## src/rtl/spi_reg_pkg.sv

```systemverilog
// Package: shared widths, command codes, phase and step types for the
// serial register port. Assumes an 8-bit register index and 32-bit words.
package spi_reg_pkg;
    parameter int ADDR_W = 8;
    parameter int DATA_W = 32;
    parameter int CMD_W  = 8;

    localparam logic [DATA_W-1:0] PATTERN_WORD = 32'h1A2B_3C4D;

    typedef enum logic [1:0] {STEP_UP, STEP_DOWN, STEP_HOLD} step_e;
    typedef enum logic [1:0] {PH_CMD, PH_IDX, PH_DATA, PH_SKIP} phase_e;

    typedef struct packed {
        logic  valid;
        logic  rd;
        step_e step;
    } cmd_t;

    // Turn a command byte into direction and index-step mode.
    function automatic cmd_t decode_cmd(input logic [CMD_W-1:0] c);
        cmd_t r;
        r = '{valid: 1'b1, rd: 1'b0, step: STEP_HOLD};
        case (c)
            8'h0B: begin r.rd = 1'b1; r.step = STEP_UP;   end
            8'h0A: begin r.rd = 1'b1; r.step = STEP_HOLD; end
            8'h09: begin r.rd = 1'b1; r.step = STEP_DOWN; end
            8'h02: r.step = STEP_UP;
            8'h03: r.step = STEP_HOLD;
            8'h01: r.step = STEP_DOWN;
            default: r.valid = 1'b0;
        endcase
        return r;
    endfunction
endpackage

```

## src/rtl/spi_link_sync.sv

```systemverilog
// Link synchroniser: brings select, clock and data into the system clock
// domain and flags serial clock edges. Assumes each serial half-period
// spans several system cycles.
module spi_link_sync #(
    parameter int STAGES = 2
) (
    input  logic clk,
    input  logic rst_n,
    input  logic csn_in,
    input  logic sck_in,
    input  logic sdi_in,
    output logic csn_s,
    output logic sdi_s,
    output logic sck_rise,
    output logic sck_fall
);
    logic [STAGES-1:0] csn_pipe, sck_pipe, sdi_pipe;
    logic              sck_last;

    // Shift the raw pins through the synchroniser stages.
    always_ff @(posedge clk) begin
        if (!rst_n) begin
            csn_pipe <= '1;
            sck_pipe <= '0;
            sdi_pipe <= '0;
            sck_last <= 1'b0;
        end else begin
            csn_pipe <= {csn_pipe[STAGES-2:0], csn_in};
            sck_pipe <= {sck_pipe[STAGES-2:0], sck_in};
            sdi_pipe <= {sdi_pipe[STAGES-2:0], sdi_in};
            sck_last <= sck_pipe[STAGES-1];
        end
    end

    assign csn_s    = csn_pipe[STAGES-1];
    assign sdi_s    = sdi_pipe[STAGES-1];
    assign sck_rise = sck_pipe[STAGES-1] & ~sck_last;
    assign sck_fall = ~sck_pipe[STAGES-1] & sck_last;
endmodule

```

## src/rtl/spi_xfer_engine.sv

```systemverilog
// Transfer engine: frames command, index and data words, steps the index
// between words, issues complete-word writes and shifts out read data.
// Assumes the bank read port is combinational on rd_idx.
module spi_xfer_engine
    import spi_reg_pkg::*;
(
    input  logic              clk,
    input  logic              rst_n,
    input  logic              csn_s,
    input  logic              sdi_s,
    input  logic              sck_rise,
    input  logic              sck_fall,
    output logic [ADDR_W-1:0] rd_idx,
    input  logic [DATA_W-1:0] rd_word,
    output logic              wr_en,
    output logic [ADDR_W-1:0] wr_idx,
    output logic [DATA_W-1:0] wr_word,
    output logic              sdo,
    output logic              sdo_oe
);
    localparam int BIT_W = $clog2(DATA_W);

    phase_e            ph_q;
    step_e             step_q;
    logic              rd_q, load_q, oe_q, sdo_q;
    logic [BIT_W-1:0]  bit_q;
    logic [DATA_W-2:0] sh_q;
    logic [DATA_W-1:0] tx_q;
    logic [ADDR_W-1:0] idx_q, idx_next;
    logic [CMD_W-1:0]  byte_in;
    cmd_t              cmd_d;

    assign byte_in = {sh_q[CMD_W-2:0], sdi_s};
    assign cmd_d   = decode_cmd(byte_in);

    // Next index after a word boundary, wrapping at both ends.
    always_comb begin
        case (step_q)
            STEP_UP:   idx_next = idx_q + 1'b1;
            STEP_DOWN: idx_next = idx_q - 1'b1;
            default:   idx_next = idx_q;
        endcase
    end

    // Transaction sequencer: phases, shifting, commits and prefetch.
    always_ff @(posedge clk) begin
        if (!rst_n) begin
            ph_q <= PH_CMD;  step_q <= STEP_HOLD; rd_q <= 1'b0;
            load_q <= 1'b0;  oe_q <= 1'b0;        sdo_q <= 1'b0;
            bit_q <= '0;     sh_q <= '0;          tx_q <= '0;
            idx_q <= '0;     wr_en <= 1'b0;       wr_idx <= '0;
            wr_word <= '0;
        end else if (csn_s) begin
            ph_q <= PH_CMD;  bit_q <= '0; load_q <= 1'b0;
            oe_q <= 1'b0;    wr_en <= 1'b0;
        end else begin
            wr_en  <= 1'b0;
            load_q <= 1'b0;
            if (load_q)
                tx_q <= rd_word;
            if (sck_rise) begin
                sh_q  <= {sh_q[DATA_W-3:0], sdi_s};
                bit_q <= bit_q + 1'b1;
                case (ph_q)
                    PH_CMD: if (bit_q == BIT_W'(CMD_W-1)) begin
                        bit_q  <= '0;
                        ph_q   <= cmd_d.valid ? PH_IDX : PH_SKIP;
                        rd_q   <= cmd_d.rd;
                        step_q <= cmd_d.step;
                    end
                    PH_IDX: if (bit_q == BIT_W'(ADDR_W-1)) begin
                        bit_q  <= '0;
                        ph_q   <= PH_DATA;
                        idx_q  <= byte_in;
                        load_q <= rd_q;
                        oe_q   <= rd_q;
                    end
                    PH_DATA: if (bit_q == BIT_W'(DATA_W-1)) begin
                        bit_q   <= '0;
                        idx_q   <= idx_next;
                        load_q  <= rd_q;
                        wr_en   <= ~rd_q;
                        wr_idx  <= idx_q;
                        wr_word <= {sh_q, sdi_s};
                    end
                    default: bit_q <= '0;
                endcase
            end
            if (sck_fall && ph_q == PH_DATA && rd_q) begin
                sdo_q <= tx_q[DATA_W-1];
                tx_q  <= {tx_q[DATA_W-2:0], 1'b0};
            end
        end
    end

    assign rd_idx = idx_q;
    assign sdo    = sdo_q;
    assign sdo_oe = oe_q;

    // deselect turns the driver off on the following cycle.
    p_oe_deselect_r7: assert property (@(posedge clk) disable iff (!rst_n)
        csn_s |=> !oe_q);
    // a write transaction never enables the driver.
    p_oe_write_r7: assert property (@(posedge clk) disable iff (!rst_n)
        (ph_q == PH_DATA && !rd_q) |-> !oe_q);
    // an unknown command neither drives nor writes.
    p_skip_quiet_r12: assert property (@(posedge clk) disable iff (!rst_n)
        (ph_q == PH_SKIP) |-> (!oe_q && !wr_en));
    // a fixed burst keeps its index across the data phase.
    p_hold_idx_r5: assert property (@(posedge clk) disable iff (!rst_n)
        (ph_q == PH_DATA && step_q == STEP_HOLD && $past(ph_q == PH_DATA)) |-> $stable(idx_q));
    // commits only come from a selected transaction.
    p_commit_selected_r6: assert property (@(posedge clk) disable iff (!rst_n)
        wr_en |-> $past(!csn_s));
endmodule

```

## src/rtl/spi_reg_bank.sv

```systemverilog
// Register bank: pattern word, ready status after an init delay, and a
// window of scratch registers. Read port is combinational; writes land
// on the cycle wr_en is high. Assumes the window fits in the index range.
module spi_reg_bank
    import spi_reg_pkg::*;
#(
    parameter int                INIT_CYCLES = 1000,
    parameter int                NUM_SCR     = 4,
    parameter logic [ADDR_W-1:0] SCR_BASE    = 8'hFC
) (
    input  logic              clk,
    input  logic              rst_n,
    input  logic              wr_en,
    input  logic [ADDR_W-1:0] wr_idx,
    input  logic [DATA_W-1:0] wr_word,
    input  logic [ADDR_W-1:0] rd_idx,
    output logic [DATA_W-1:0] rd_word
);
    localparam int                CNT_W      = $clog2(INIT_CYCLES + 1);
    localparam logic [ADDR_W-1:0] IDX_PATTERN = 8'h00;
    localparam logic [ADDR_W-1:0] IDX_STATUS  = 8'h01;

    logic [CNT_W-1:0]  init_cnt;
    logic              ready_q;
    logic [DATA_W-1:0] scr_q [NUM_SCR];

    // Count out the initialisation delay after reset release.
    always_ff @(posedge clk) begin
        if (!rst_n) begin
            init_cnt <= '0;
            ready_q  <= 1'b0;
        end else if (!ready_q) begin
            init_cnt <= init_cnt + 1'b1;
            ready_q  <= (init_cnt == CNT_W'(INIT_CYCLES - 1));
        end
    end

    for (genvar i = 0; i < NUM_SCR; i++) begin : g_scr
        localparam logic [ADDR_W-1:0] MY_IDX = SCR_BASE + ADDR_W'(i);
        // Scratch register i: loads a complete word addressed to it.
        always_ff @(posedge clk) begin
            if (!rst_n)
                scr_q[i] <= '0;
            else if (wr_en && wr_idx == MY_IDX)
                scr_q[i] <= wr_word;
        end
        // untouched scratch registers keep their value.
        p_scr_keep_r11: assert property (@(posedge clk) disable iff (!rst_n)
            !(wr_en && wr_idx == MY_IDX) |=> $stable(scr_q[i]));
    end

    // Read multiplexer over the fixed words and the scratch window.
    always_comb begin
        rd_word = '0;
        if (rd_idx == IDX_PATTERN)
            rd_word = PATTERN_WORD;
        else if (rd_idx == IDX_STATUS)
            rd_word = {{(DATA_W-1){1'b0}}, ready_q};
        for (int k = 0; k < NUM_SCR; k++)
            if (rd_idx == SCR_BASE + ADDR_W'(k))
                rd_word = scr_q[k];
    end

    // ready never drops once set while out of reset.
    p_ready_hold_r10: assert property (@(posedge clk) disable iff (!rst_n)
        $past(ready_q) |-> ready_q);
endmodule

```

## src/rtl/spi_reg_port.sv

```systemverilog
// Top: serial register access port. Joins the link synchroniser, the
// transfer engine and the register bank. Assumes serial half-periods of
// at least four system cycles.
module spi_reg_port
    import spi_reg_pkg::*;
#(
    parameter int                INIT_CYCLES = 1000,
    parameter int                NUM_SCR     = 4,
    parameter logic [ADDR_W-1:0] SCR_BASE    = 8'hFC
) (
    input  logic clk,
    input  logic rst_n,
    input  logic spi_csn,
    input  logic spi_sck,
    input  logic spi_mosi,
    output logic spi_miso,
    output logic spi_miso_oe
);
    logic              csn_s, sdi_s, sck_rise, sck_fall, wr_en;
    logic [ADDR_W-1:0] rd_idx, wr_idx;
    logic [DATA_W-1:0] rd_word, wr_word;

    spi_link_sync #(.STAGES(2)) u_sync (
        .clk(clk), .rst_n(rst_n), .csn_in(spi_csn), .sck_in(spi_sck),
        .sdi_in(spi_mosi), .csn_s(csn_s), .sdi_s(sdi_s),
        .sck_rise(sck_rise), .sck_fall(sck_fall)
    );

    spi_xfer_engine u_eng (
        .clk(clk), .rst_n(rst_n), .csn_s(csn_s), .sdi_s(sdi_s),
        .sck_rise(sck_rise), .sck_fall(sck_fall), .rd_idx(rd_idx),
        .rd_word(rd_word), .wr_en(wr_en), .wr_idx(wr_idx),
        .wr_word(wr_word), .sdo(spi_miso), .sdo_oe(spi_miso_oe)
    );

    spi_reg_bank #(
        .INIT_CYCLES(INIT_CYCLES), .NUM_SCR(NUM_SCR), .SCR_BASE(SCR_BASE)
    ) u_bank (
        .clk(clk), .rst_n(rst_n), .wr_en(wr_en), .wr_idx(wr_idx),
        .wr_word(wr_word), .rd_idx(rd_idx), .rd_word(rd_word)
    );

    // the driver is off on the first cycle after reset release.
    p_rst_quiet_r8: assert property (@(posedge clk) disable iff (!rst_n)
        $rose(rst_n) |-> !spi_miso_oe);
endmodule

```

## config.mk

```make
export PLATFORM = sky130hd
export DESIGN_NAME = spi_reg_port
export DESIGN_NICKNAME = d
export VERILOG_FILES = /design/src/rtl/spi_reg_pkg.sv /design/src/rtl/spi_link_sync.sv /design/src/rtl/spi_xfer_engine.sv /design/src/rtl/spi_reg_bank.sv /design/src/rtl/spi_reg_port.sv
export SDC_FILE = /design/constraint.sdc
export NUM_CORES = 1
export LEC_CHECK = 0
export ABC_CLOCK_PERIOD_IN_PS = 3500
export CORE_MARGIN = 2
export CORE_UTILIZATION = 39
export DETAILED_ROUTE_END_ITERATION = 16
export MAX_ROUTING_LAYER = met4
export PLACE_DENSITY_LB_ADDON = 0.1
export SLEW_MARGIN = 30
export SYNTH_ARGS = -nofsm -noshare
export SYNTH_HDL_FRONTEND = slang
export SYNTH_SLANG_ARGS = --single-unit
```

## constraint.sdc

```tcl
create_clock -name clk -period 3.5 [get_ports clk]
set_input_delay 0.7 -clock clk [delete_from_list [all_inputs] [get_ports clk]]
set_output_delay 0.7 -clock clk [all_outputs]
set_load 0.1 [all_outputs]
```

### Yosys cells after proc, flatten, opt, wreduce, memory -nomap -nowiden

Memory sizes are Yosys's and may differ from the RTL's.
Cells that the tools add are included.

* register bits after elaboration: 143
* memory bits (writable): 128
* output and inout bits: 2
* memories: 1

* $add $sub $neg: 4
* eq/ne operators: 25
* muxes and demuxes: 43
* bitwise logic cells: 14
* reductions and logical operators: 28

Memory list
* u_bank.scr_q: words 4, bits a word 32, rd ports 4, clocked after Yosys merged registers in 0, wr ports 4, RTL line spi_reg_bank.sv:25 `logic [DATA_W-1:0] scr_q [NUM_SCR];`

Operator list (number)
* 32-bit two-way mux: 11
* 8-bit equality test, second input constant: 8
* 8-bit case mux with 2 select lines: 2
* 8-bit by 4-bit equality test with 1-bit output, second input constant: 3
* 1-bit two-way mux: 19
* 8-bit by 1-bit equality test with 1-bit output, second input constant: 2
* 8-bit by 2-bit equality test with 1-bit output, second input constant: 2
* 8-bit two-way mux: 2
* 4-bit AND reduction: 3
* 10-bit by 1-bit adder with 10-bit output, second input constant: 1
* 10-bit equality test, second input constant: 1
* 5-bit two-way mux: 2
* 5-bit case mux with 2 select lines: 1
* 8-bit by 1-bit adder with 8-bit output, second input constant: 1
* 8-bit zero test: 1
* 1-bit NOT: 8
* 2-bit case mux with 2 select lines: 2
* 2-bit OR reduction: 4
* 8-bit by 1-bit subtractor with 8-bit output, second input constant: 1
* 1-bit logical AND: 6
* 2-bit two-way mux: 3
* 2-bit by 1-bit inequality test with 1-bit output, second input constant: 3
* 2-bit AND reduction: 3
* 6-bit AND reduction: 1
* 15 further kinds: 24

### Depth between registers and ports, before layout

Gate-level depths: netlist of the first run.

* word-level depth: 9
* mapped depth: 10
* mapped depth without buffers: 8

### Modules after synthesis

From an unflattened synthesis of the first run, not the netlist that was laid out.

* cells, all modules: 1064
* area total of the unflattened synthesis: 11805.1 um2

Modules (own cells, without submodules)
* spi_reg_bank: times used 1, cells an instance 420, area an instance 6401.1 um2
* spi_xfer_engine: times used 1, cells an instance 628, area an instance 5207.5 um2
* spi_link_sync: times used 1, cells an instance 16, area an instance 196.4 um2

### Least setup slack after synthesis of the first run

No wires, ideal clock.

* kind: flip-flop to flip-flop
* start point: register u_eng.wr_idx[7]
* end point: memory u_bank.scr_q[1][0] (netlist: u_bank.scr_q[0][32]) (enable)
* setup time: 0.466 ns
* arrival: 3.082 ns
* required time: 3.034 ns
* setup slack: -0.048 ns
* cell stages (with the launch flop): 4
* period minus slack after synthesis: 3.548 ns
* cell sequence: dfxtp_1 -> nand4_1 -> or3_1 -> o21ai_0

RTL lines
* from (decl): RTL line spi_xfer_engine.sv:16 `output logic [ADDR_W-1:0] wr_idx,`
* from (signal assigned): RTL line spi_xfer_engine.sv:83 `wr_idx <= idx_q;`
* to (decl): RTL line spi_reg_bank.sv:25

### Worst setup path in the final report of the first run

* start point: register u_eng.sdo_q (netlist: u_eng.sdo)
* end point: output port spi_miso

RTL lines
* from (decl): RTL line spi_xfer_engine.sv:25 `logic rd_q, load_q, oe_q, sdo_q;`
* from (signal assigned): RTL line spi_xfer_engine.sv:90 `sdo_q <= tx_q[DATA_W-1];`
* to (decl): RTL line spi_reg_port.sv:16 `output logic spi_miso,`

No word-level cell between the ends.

==> results of run 1 <==
## final cells by class
type | instances | area [sq um]
Clock buffer | 42 | 877
Clock inverter | 14 | 148
Fill cell | 2872 | 16400
Inverter | 31 | 118
Multi-Input combinational cell | 845 | 4770
Sequential cell | 271 | 6710
Tap cell | 390 | 488
Timing Repair Buffer | 38 | 330
## through the flow
stage | setup slack, ps | util | total power [mW]
CTS | 753 | 0.450 | 6.84
finish | 788 | 0.450 | 6.76
detailed placement | 938 | 0.415 | 3.58
floorplan | 144 | - | 3.52
global placement | 922 | 0.415 | 3.58
global route | 656 | 0.450 | 6.96
## layer usage
metal  vias up  global-route usage
li1       4278                   -
met1      4245               0.286
met2       201               0.326
met3        48              0.0305
met4         0              0.0528
met5         -                   -
## synthesized netlist by cell type, drive strengths merged, types with 3 or more instances
master,n,share of area
a21oi,147,0.062
a221oi,3,0.0022
a22oi,18,0.011
a2bb2oi,3,0.0022
a31oi,3,0.0016
and2,135,0.071
and3,4,0.0021
buf,20,0.0093
clkbuf,73,0.025
dfxtp,143,0.24
edfxtp,128,0.32
ha,11,0.012
inv,31,0.0098
mux2i,4,0.0034
nand2,238,0.075
nand2b,10,0.0061
nand3,9,0.0038
nand4,11,0.0058
nand4bb,3,0.0033
nor2,49,0.015
nor2b,4,0.0021
nor3,24,0.011
nor3b,3,0.0023
nor4,14,0.0074
o211ai,14,0.0088
o21a,17,0.011
o21ai,49,0.021
o221a,12,0.011
o2bb2ai,13,0.0096
o32ai,3,0.0022
or3,6,0.0032
or4,4,0.0028
xor2,7,0.0051
## final timing paths
path	startpoint	to	cells after the start
max	u_eng.sdo	spi_miso	1
min	u_sync.csn_pipe[0]	u_sync.csn_pipe[1]	1
max reg2reg	u_eng.rd_idx[0]	u_eng.tx_q[20]	8
min reg2reg	u_sync.csn_pipe[0]	u_sync.csn_pipe[1]	1
## power by group
group          internal [mW]  switching (mW)
registers               3.36          0.0206
clock network           1.96            1.29
logic                 0.0328          0.0964
total                   5.36            1.40
## state kept, by name, indices dropped and copies added (netlist names), 2 cells and up
register         cells
u_eng.step_q         2
u_eng.wr_idx         8
u_bank.init_cnt     10
u_eng.bit_q          5
u_eng.wr_word       32
u_sync.sck_pipe      2
u_sync.sdi_pipe      2
u_sync.csn_pipe      2
u_eng.ph_q           2
u_eng.rd_idx         8
u_eng.tx_q          32
u_bank.scr_q       128
u_eng.sh_q          31
## kinds of logic after synthesis
| logic type | synth area share |
|---|---|
| AND/OR/NAND/NOR | 0.217 |
| AO/OA/AOI/OAI | 0.154 |
| flip-flops | 0.563 |
| buffers and inverters | 0.0439 |
| adder cells (fa/ha/maj) | 0.0116 |
| XOR/XNOR | 0.00662 |
| multiplexers | 0.00336 |
## cells in the final DEF, fill, tap and decap left out, types with 7 or more instances in the layout
cell / instances
nand2_1: 238
a21oi_1: 146
dfxtp_1: 143
and2_1: 135
edfxtp_1: 128
nor2_1: 46
o21ai_0: 45
clkbuf_16: 31
inv_1: 30
buf_4: 28
nor3_1: 21
a22oi_1: 18
o21a_1: 17
o211ai_1: 14
nor4_1: 14
o2bb2ai_1: 13
o221a_2: 12
nand4_1: 11
ha_1: 10
nand3_1: 9
nand2b_1: 8
xor2_1: 7
clkinv_2: 7
==> out/metrics.cfg, run 1 <==
[run_status]
status=completed

[floorplanning]
num_rows=63
floorplan.initialDensity=0.399
die_height_um=179
die_width_um=179
floorplan.core_area_sq_mm=0.0299
die_area_sq_mm=0.0320
boundaryPins=7

[layout]
antenna_cells=0
final_cell_area_sq_mm=0.0134
nNetsFinal=1233
areaGrowthSynthToFinish_pct=12.8
finish.cell_count_without_fillers=1631
post_route_cells_drive_above_1_share=0.0935

[detailed_routing]
first_pass_iters=5
postRouteWirelength_mm=32.0
route.detailed.drc=0
met3WireLength_mm=1.58
detail-route-antenna-nets=0
drt-initial-drc-count=709
average_routed_wire_per_standard_cell_um=19.6
dr.max_layer_used=met4
detail_route.wirelength.met1_mm=15.4
dr_total_vias=8772
met2_wirelength_mm=14.3
viasPerCell=5.38

[logic_synthesis]
synth_area_per_cell_sq_um=9.61
synth.lib_cells_used.distinct=63
synthCells=1240
synth.yosys.seq_area_share=0.563
synthArstFlopShare=0
synth_cell_area_sq_mm=0.0119
yosysWarningCount=0
net_count_after_synthesis=1256
ys_seq_elements=271
dominantRegCellSynth=dfxtp_1
synth_enable_flop_cells=128

[setup_path]
worst_path_dominant_cell_family=buffers and inverters
bufs_and_invs_on_worst_path=1
crit_path_start_kind=flop
critical-path-slowest-cell=clkdlybuf4s50_1
max_stage_delay_ps=1140
cp.arrival_ps=2010
cp_data_required_time_ps=2800
highest_net_fanout_along_the_worst_path=2
path_class=reg2out
regToRegSetupSlack_ps=940
cp_cell_sequence=clkdlybuf4s50_1
crit_path_end_kind=output port

[timing]
fmax_mhz=369
worst_clock_skew_ps=9.88
setup_viol=0
fin_crit_sh=0.775
whs_ps=417
grt_setup_unrepaired=no
hold_viol_final=0
worstMarginPinSlew_ps=972
worst_case_headroom_to_the_max_slew_limit=0.350
setup_tns_ps=0
finalCriticalPeriod_ps=2710
report.final.slew_viol_count=0

[clock_tree]
htreeDepth=1
cts_made_buffers=30
holdBufCountCts=0
sinks_on_clock_net=271
worst_setup_hold_path_clk_slew_ps=60
post-cts-setup-buffer-count=0
clock_tree.buffer_depth=3
worst_skew_pair.late_latency_ps=550
cts-resized-gates=0
clock-root-buffer=clkbuf_16
tritoncts_clock_tree=built

[grt]
vias_in_the_first_global_route=8445
initial_antenna_violation_count=0
overall_global_routing_resource_usage=0.209
grt_start_max_net_pins=50
total_grt_overflow=0
grt_pass1_wl_mm=49.8

[job]
cap_viol_max_count=0

[place]
hpwl_dp_mm=18.5
detailed_place.area_sq_mm=0.0124
portBuffers=6
finalWeightedCongestion=0.752
placed_cells_incl_taps=1574

[power_and_ir_drop]
power.density_mw_per_mm2=503
ir_drop_worst_vdd_v=0.000411
power.leakage_nw=4.58

[hold_path]
hold_removal_path_class=reg2reg

Power figures use the tool's default switching activity.
==> inputs of run 2 (changes only) <==
ABC_CLOCK_PERIOD_IN_PS = 2520   (was 3500)
clock period = 2.52 ns   (was 3.5 ns; I/O delays follow)
==> out/metrics.cfg, run 2 (synthesis results as in run 1) <==
[detailed_routing]
drt-initial-drc-count=712
postRouteWirelength_mm=30.1
route.detailed.drc=0
viasPerCell=5.26
first_pass_iters=5
dr_total_vias=8633
detail-route-antenna-nets=0
average_routed_wire_per_standard_cell_um=18.3

[layout]
largestRegisters=u_bank.scr_q x128, u_eng.tx_q x32, u_eng.wr_word x32
areaGrowthSynthToFinish_pct=13.2
final_cell_area_sq_mm=0.0135
antenna_cells=0
mostFrequentLayoutCell=nand2_1
regMostFlops=u_bank.scr_q
mostFrequentLayoutCells=nand2_1, a21oi_1, dfxtp_1
nNetsFinal=1243
fill_cells=2866
post_route_cells_drive_above_1_share=0.0950
largest_reg_flops=128

[hold_path]
worstHoldPathCells=1
worst_hold_path.endpoint=u_sync.csn_pipe[1]
hold_removal_path_class=reg2reg
worst_hold_start=u_sync.csn_pipe[0]

[setup_path]
highest_net_fanout_along_the_worst_path=5
cp.arrival_ps=2670
r2r.worst_path.cells=7
path_class=reg2reg
crit_path_start_kind=flop
cp_data_required_time_ps=3000
setup.worst_path.start=u_eng.bit_q[0]
crit_path_end_kind=flop
r2r-start=u_eng.bit_q[0]
endpoint_of_the_worst_slack_reg_to_reg_timing_path=u_eng.rd_idx[7]
regToRegSetupSlack_ps=320

[timing]
worstMarginPinSlew_ps=718
worst_case_headroom_to_the_max_slew_limit=0.521
worst_clock_skew_ps=16.7
finalCriticalPeriod_ps=2200
setup_viol=0
fmax_mhz=455
fin_crit_sh=0.872
report.final.slew_viol_count=0
whs_ps=421
setup_tns_ps=0
grt_setup_unrepaired=no
post-route-worst-setup-slack_ps=323
hold_viol_final=0

[clock_tree]
holdBufCountCts=0
worst_setup_hold_path_clk_slew_ps=60
htreeDepth=1
tritoncts_clock_tree=built
clock-root-buffer=clkbuf_16
post-cts-setup-buffer-count=0
worst_skew_pair.late_latency_ps=560
clock_tree.buffer_depth=3
cts-resized-gates=0
cts_made_buffers=31
sinks_on_clock_net=271

[grt]
initial_antenna_violation_count=0
overall_global_routing_resource_usage=0.198
grt_start_max_net_pins=69
grt_pass1_wl_mm=47.8
total_grt_overflow=0
vias_in_the_first_global_route=8249

[power_and_ir_drop]
power.density_mw_per_mm2=671
power.leakage_nw=4.61
ir_drop_worst_vdd_v=0.000573
report.power.total_mw=9.05

[floorplanning]
die_height_um=179
num_rows=63
boundaryPins=7
die_area_sq_mm=0.0320
die_width_um=179
floorplan.initialDensity=0.399
floorplan.core_area_sq_mm=0.0299

[place]
portBuffers=6
finalWeightedCongestion=0.769
post-place-ws_ps=336
detailed_place.area_sq_mm=0.0125
hpwl_dp_mm=18.8

[run_status]
status=completed

[job]
cap_viol_max_count=0

[run 2: cell types whose count changed in the layout (fill, tap and decap cells not counted), moves of 3 or more]
| cell | previous run | this run |
|---|---|---|
| clkbuf_1 | 5 | 15 |
| buf_12 | 3 | 9 |
| buf_4 | 28 | 34 |
| bufinv_16 | 3 | 0 |
[run 2: metrics by stage]
step | utilization | cells
final | 0.451 | 1642
after detailed placement | 0.420 | 1584
after global routing | 0.451 | 1642
after CTS | 0.451 | 1642
after floorplan | - | 1240
after global placement | 0.420 | 1584
[run 2: how the worst max path moves through the flow]
stage                          end  cells past startpoint
2_1_floorplan  u_bank.scr_q[1][32]                      4
3_3_place_gp       u_eng.rd_idx[7]                      7
3_5_place_dp       u_eng.rd_idx[7]                      7
4_1_cts            u_eng.rd_idx[7]                      7
5_1_grt            u_eng.rd_idx[7]                      7
6_report           u_eng.rd_idx[7]                      7
[run 2: layer usage]
| layer | wire, um | track usage | vias up |
|---|---|---|---|
| met2 | 13400 | 0.303 | 145 |
| met1 | 15100 | 0.287 | 4160 |
| met4 | 481 | 0.0396 | 0 |
| met5 | 0 | - | - |
| met3 | 1090 | 0.0214 | 29 |
| li1 | - | - | 4299 |
[run 2: worst max-delay path, stage by stage, from the launching register on]
cell	delay [ps]
dfxtp_1	370
ha_1	260
and3_1	180
ha_1	240
nand2b_2	80
a221o_1	330
or4_1	490
a41oi_2	170
[run 2: layout make-up]
type	instances	area (sq um)	share of cell area
Clock buffer	51	901	0.0668
Clock inverter	7	40.0	0.00297
Inverter	31	118	0.00873
Multi-Input combinational cell	845	4750	0.353
Sequential cell	271	6710	0.498
Tap cell	390	488	0.0362
Timing Repair Buffer	47	470	0.0349
[run 2: report_power, final]
part / internal, mW / switching (mW) / leakage, nW
registers: 4.67 / 0.0301 / 2.49
logic: 0.0537 / 0.128 / 1.66
clock network: 2.42 / 1.74 / 0.458
total: 7.15 / 1.90 / 4.61
==> inputs of run 3 (changes only) <==
GPL_TIMING_DRIVEN = 0   (was not set)
==> out/metrics.cfg, run 3 (synthesis results as in run 1) <==
[run_status]
status=completed

[place]
post-place-ws_ps=-228
hpwl_dp_mm=24.4
placed_cells_incl_taps=1642
portBuffers=5
finalWeightedCongestion=0.873

[timing]
setup_viol=0
hold_viol_final=0
report.final.slew_viol_count=0
finalCriticalPeriod_ps=2390
post-route-worst-setup-slack_ps=130
worst_case_headroom_to_the_max_slew_limit=0.370
fin_crit_sh=0.949
fmax_mhz=418
worst_clock_skew_ps=23.1
grt_setup_unrepaired=no
worstMarginPinSlew_ps=948

[clock_tree]
tritoncts_clock_tree=built
htreeDepth=1
clock-root-buffer=clkbuf_16
clock_tree.buffer_depth=3
sinks_on_clock_net=271
cts_made_buffers=30
worst_setup_hold_path_clk_slew_ps=60
worst_skew_pair.late_latency_ps=570

[detailed_routing]
average_routed_wire_per_standard_cell_um=19.9
postRouteWirelength_mm=33.7
viasPerCell=5.29
detail-route-antenna-nets=0
first_pass_iters=5
dr_total_vias=8975
drt-initial-drc-count=584
route.detailed.drc=0

[power_and_ir_drop]
power.density_mw_per_mm2=681
power.internal_mw=7.35
netSwitchingFraction=0.213
report.power.total_mw=9.34
power.combinational.fraction=0.023
power_frac_seq=0.503
clkPwrFrac=0.474
ir_drop_worst_vdd_v=0.000483
power.switching_mw=1.99
power.leakage_nw=4.72

[floorplanning]
floorplan.initialDensity=0.399
die_width_um=179
floorplan.core_area_sq_mm=0.0299
die_height_um=179
die_area_sq_mm=0.0320
boundaryPins=7
num_rows=63

[layout]
multiInputGateArea_sq_mm=0.00477
areaGrowthSynthToFinish_pct=15.1
nNetsFinal=1299
fill_cells=2898
largest_reg_flops=128
area.sequential_sq_mm=0.00671
regMostFlops=u_bank.scr_q
mostFrequentLayoutCell=nand2_1
antenna_cells=0
mostFrequentLayoutCells=nand2_1, a21oi_1, dfxtp_1
post_route_cells_drive_above_1_share=0.0979
largestRegisters=u_bank.scr_q x128, u_eng.tx_q x32, u_eng.wr_word x32
finish.cell_count_without_fillers=1697

[grt]
vias_in_the_first_global_route=8820
grt_start_max_net_pins=18
grt_pass1_wl_mm=52.4
overall_global_routing_resource_usage=0.223
initial_antenna_violation_count=1
total_grt_overflow=0

[setup_path]
cp_data_required_time_ps=3010
highest_net_fanout_along_the_worst_path=8
crit_path_start_kind=flop
critical-path-slowest-cell=or4_1
cp_cell_sequence=ha_1 -> and3_1 -> ha_2 -> nand2b_2 -> a221o_1 -> or4_1 -> a41oi_2
cp.arrival_ps=2880
path_class=reg2reg
max_stage_delay_ps=520
crit_path_end_kind=flop

[hold_path]
hold_removal_path_class=reg2reg

[job]
cap_viol_max_count=0

==> run 3: per-layer routing <==
metal  track usage  wire length (um)
met2         0.359             15600
met1         0.298             15400
met5             -                 0
met3        0.0312              1880
met4        0.0583               784
==> run 3: worst paths after layout <==
check | from | to | slack, ps | depth (start not counted)
worst min-delay path | u_sync.csn_pipe[0] | u_sync.csn_pipe[1] | 430 | 1
worst min register to register | u_sync.csn_pipe[0] | u_sync.csn_pipe[1] | 430 | 1
worst max register to register | u_eng.bit_q[0] | u_eng.rd_idx[7] | 130 | 7
worst max-delay path | u_eng.bit_q[0] | u_eng.rd_idx[7] | 130 | 7
==> run 3: cell type report <==
cell class                 count  area share
inverter                      31     0.00848
buffer                        90      0.0306
tap                          390      0.0356
sequential                   271       0.489
clock inverter                15     0.00921
timing repair buffer          14      0.0159
multi-input combinational    845       0.348
clock buffer                  41      0.0637
==> run 3: power by group through the flow <==
| stage | Sequential [mW] | Combinational (mW) | Clock, mW |
|---|---|---|---|
| 2_1_floorplan | 4.79 | 0.107 | 0 |
| 5_1_grt | 4.70 | 0.230 | 4.69 |
| 3_3_place_gp | 4.80 | 0.181 | 0 |
| 6_report | 4.70 | 0.213 | 4.43 |
| 3_5_place_dp | 4.79 | 0.215 | 0 |
| 4_1_cts | 4.70 | 0.215 | 4.50 |
==> run 3: worst max-delay path: cells and delay by family, from the launching register on <==
| family | cells | cell delay [ps] |
|---|---|---|
| simple gates | 3 | 800 |
| flops | 1 | 380 |
| fa+ha+maj | 2 | 530 |
| compound gates | 2 | 600 |
==> run 3: metrics by stage <==
step	util	area, sq um	hold WS [ps]	TNS (ps)
6_report	0.459	13700	430	0
5_1_grt	0.459	13700	448	0
2_1_floorplan	-	11900	386	0
4_1_cts	0.458	13700	426	0
3_3_place_gp	0.417	12500	409	-106590
3_5_place_dp	0.423	12600	399	-14630
==> run 3: timing repair <==
action / in CTS / in global routing
buffers inserted: 2 / 0
hold buffers: 0 / 0
resized for setup: 14 / 25
setup endpoints to repair: 33 / 81
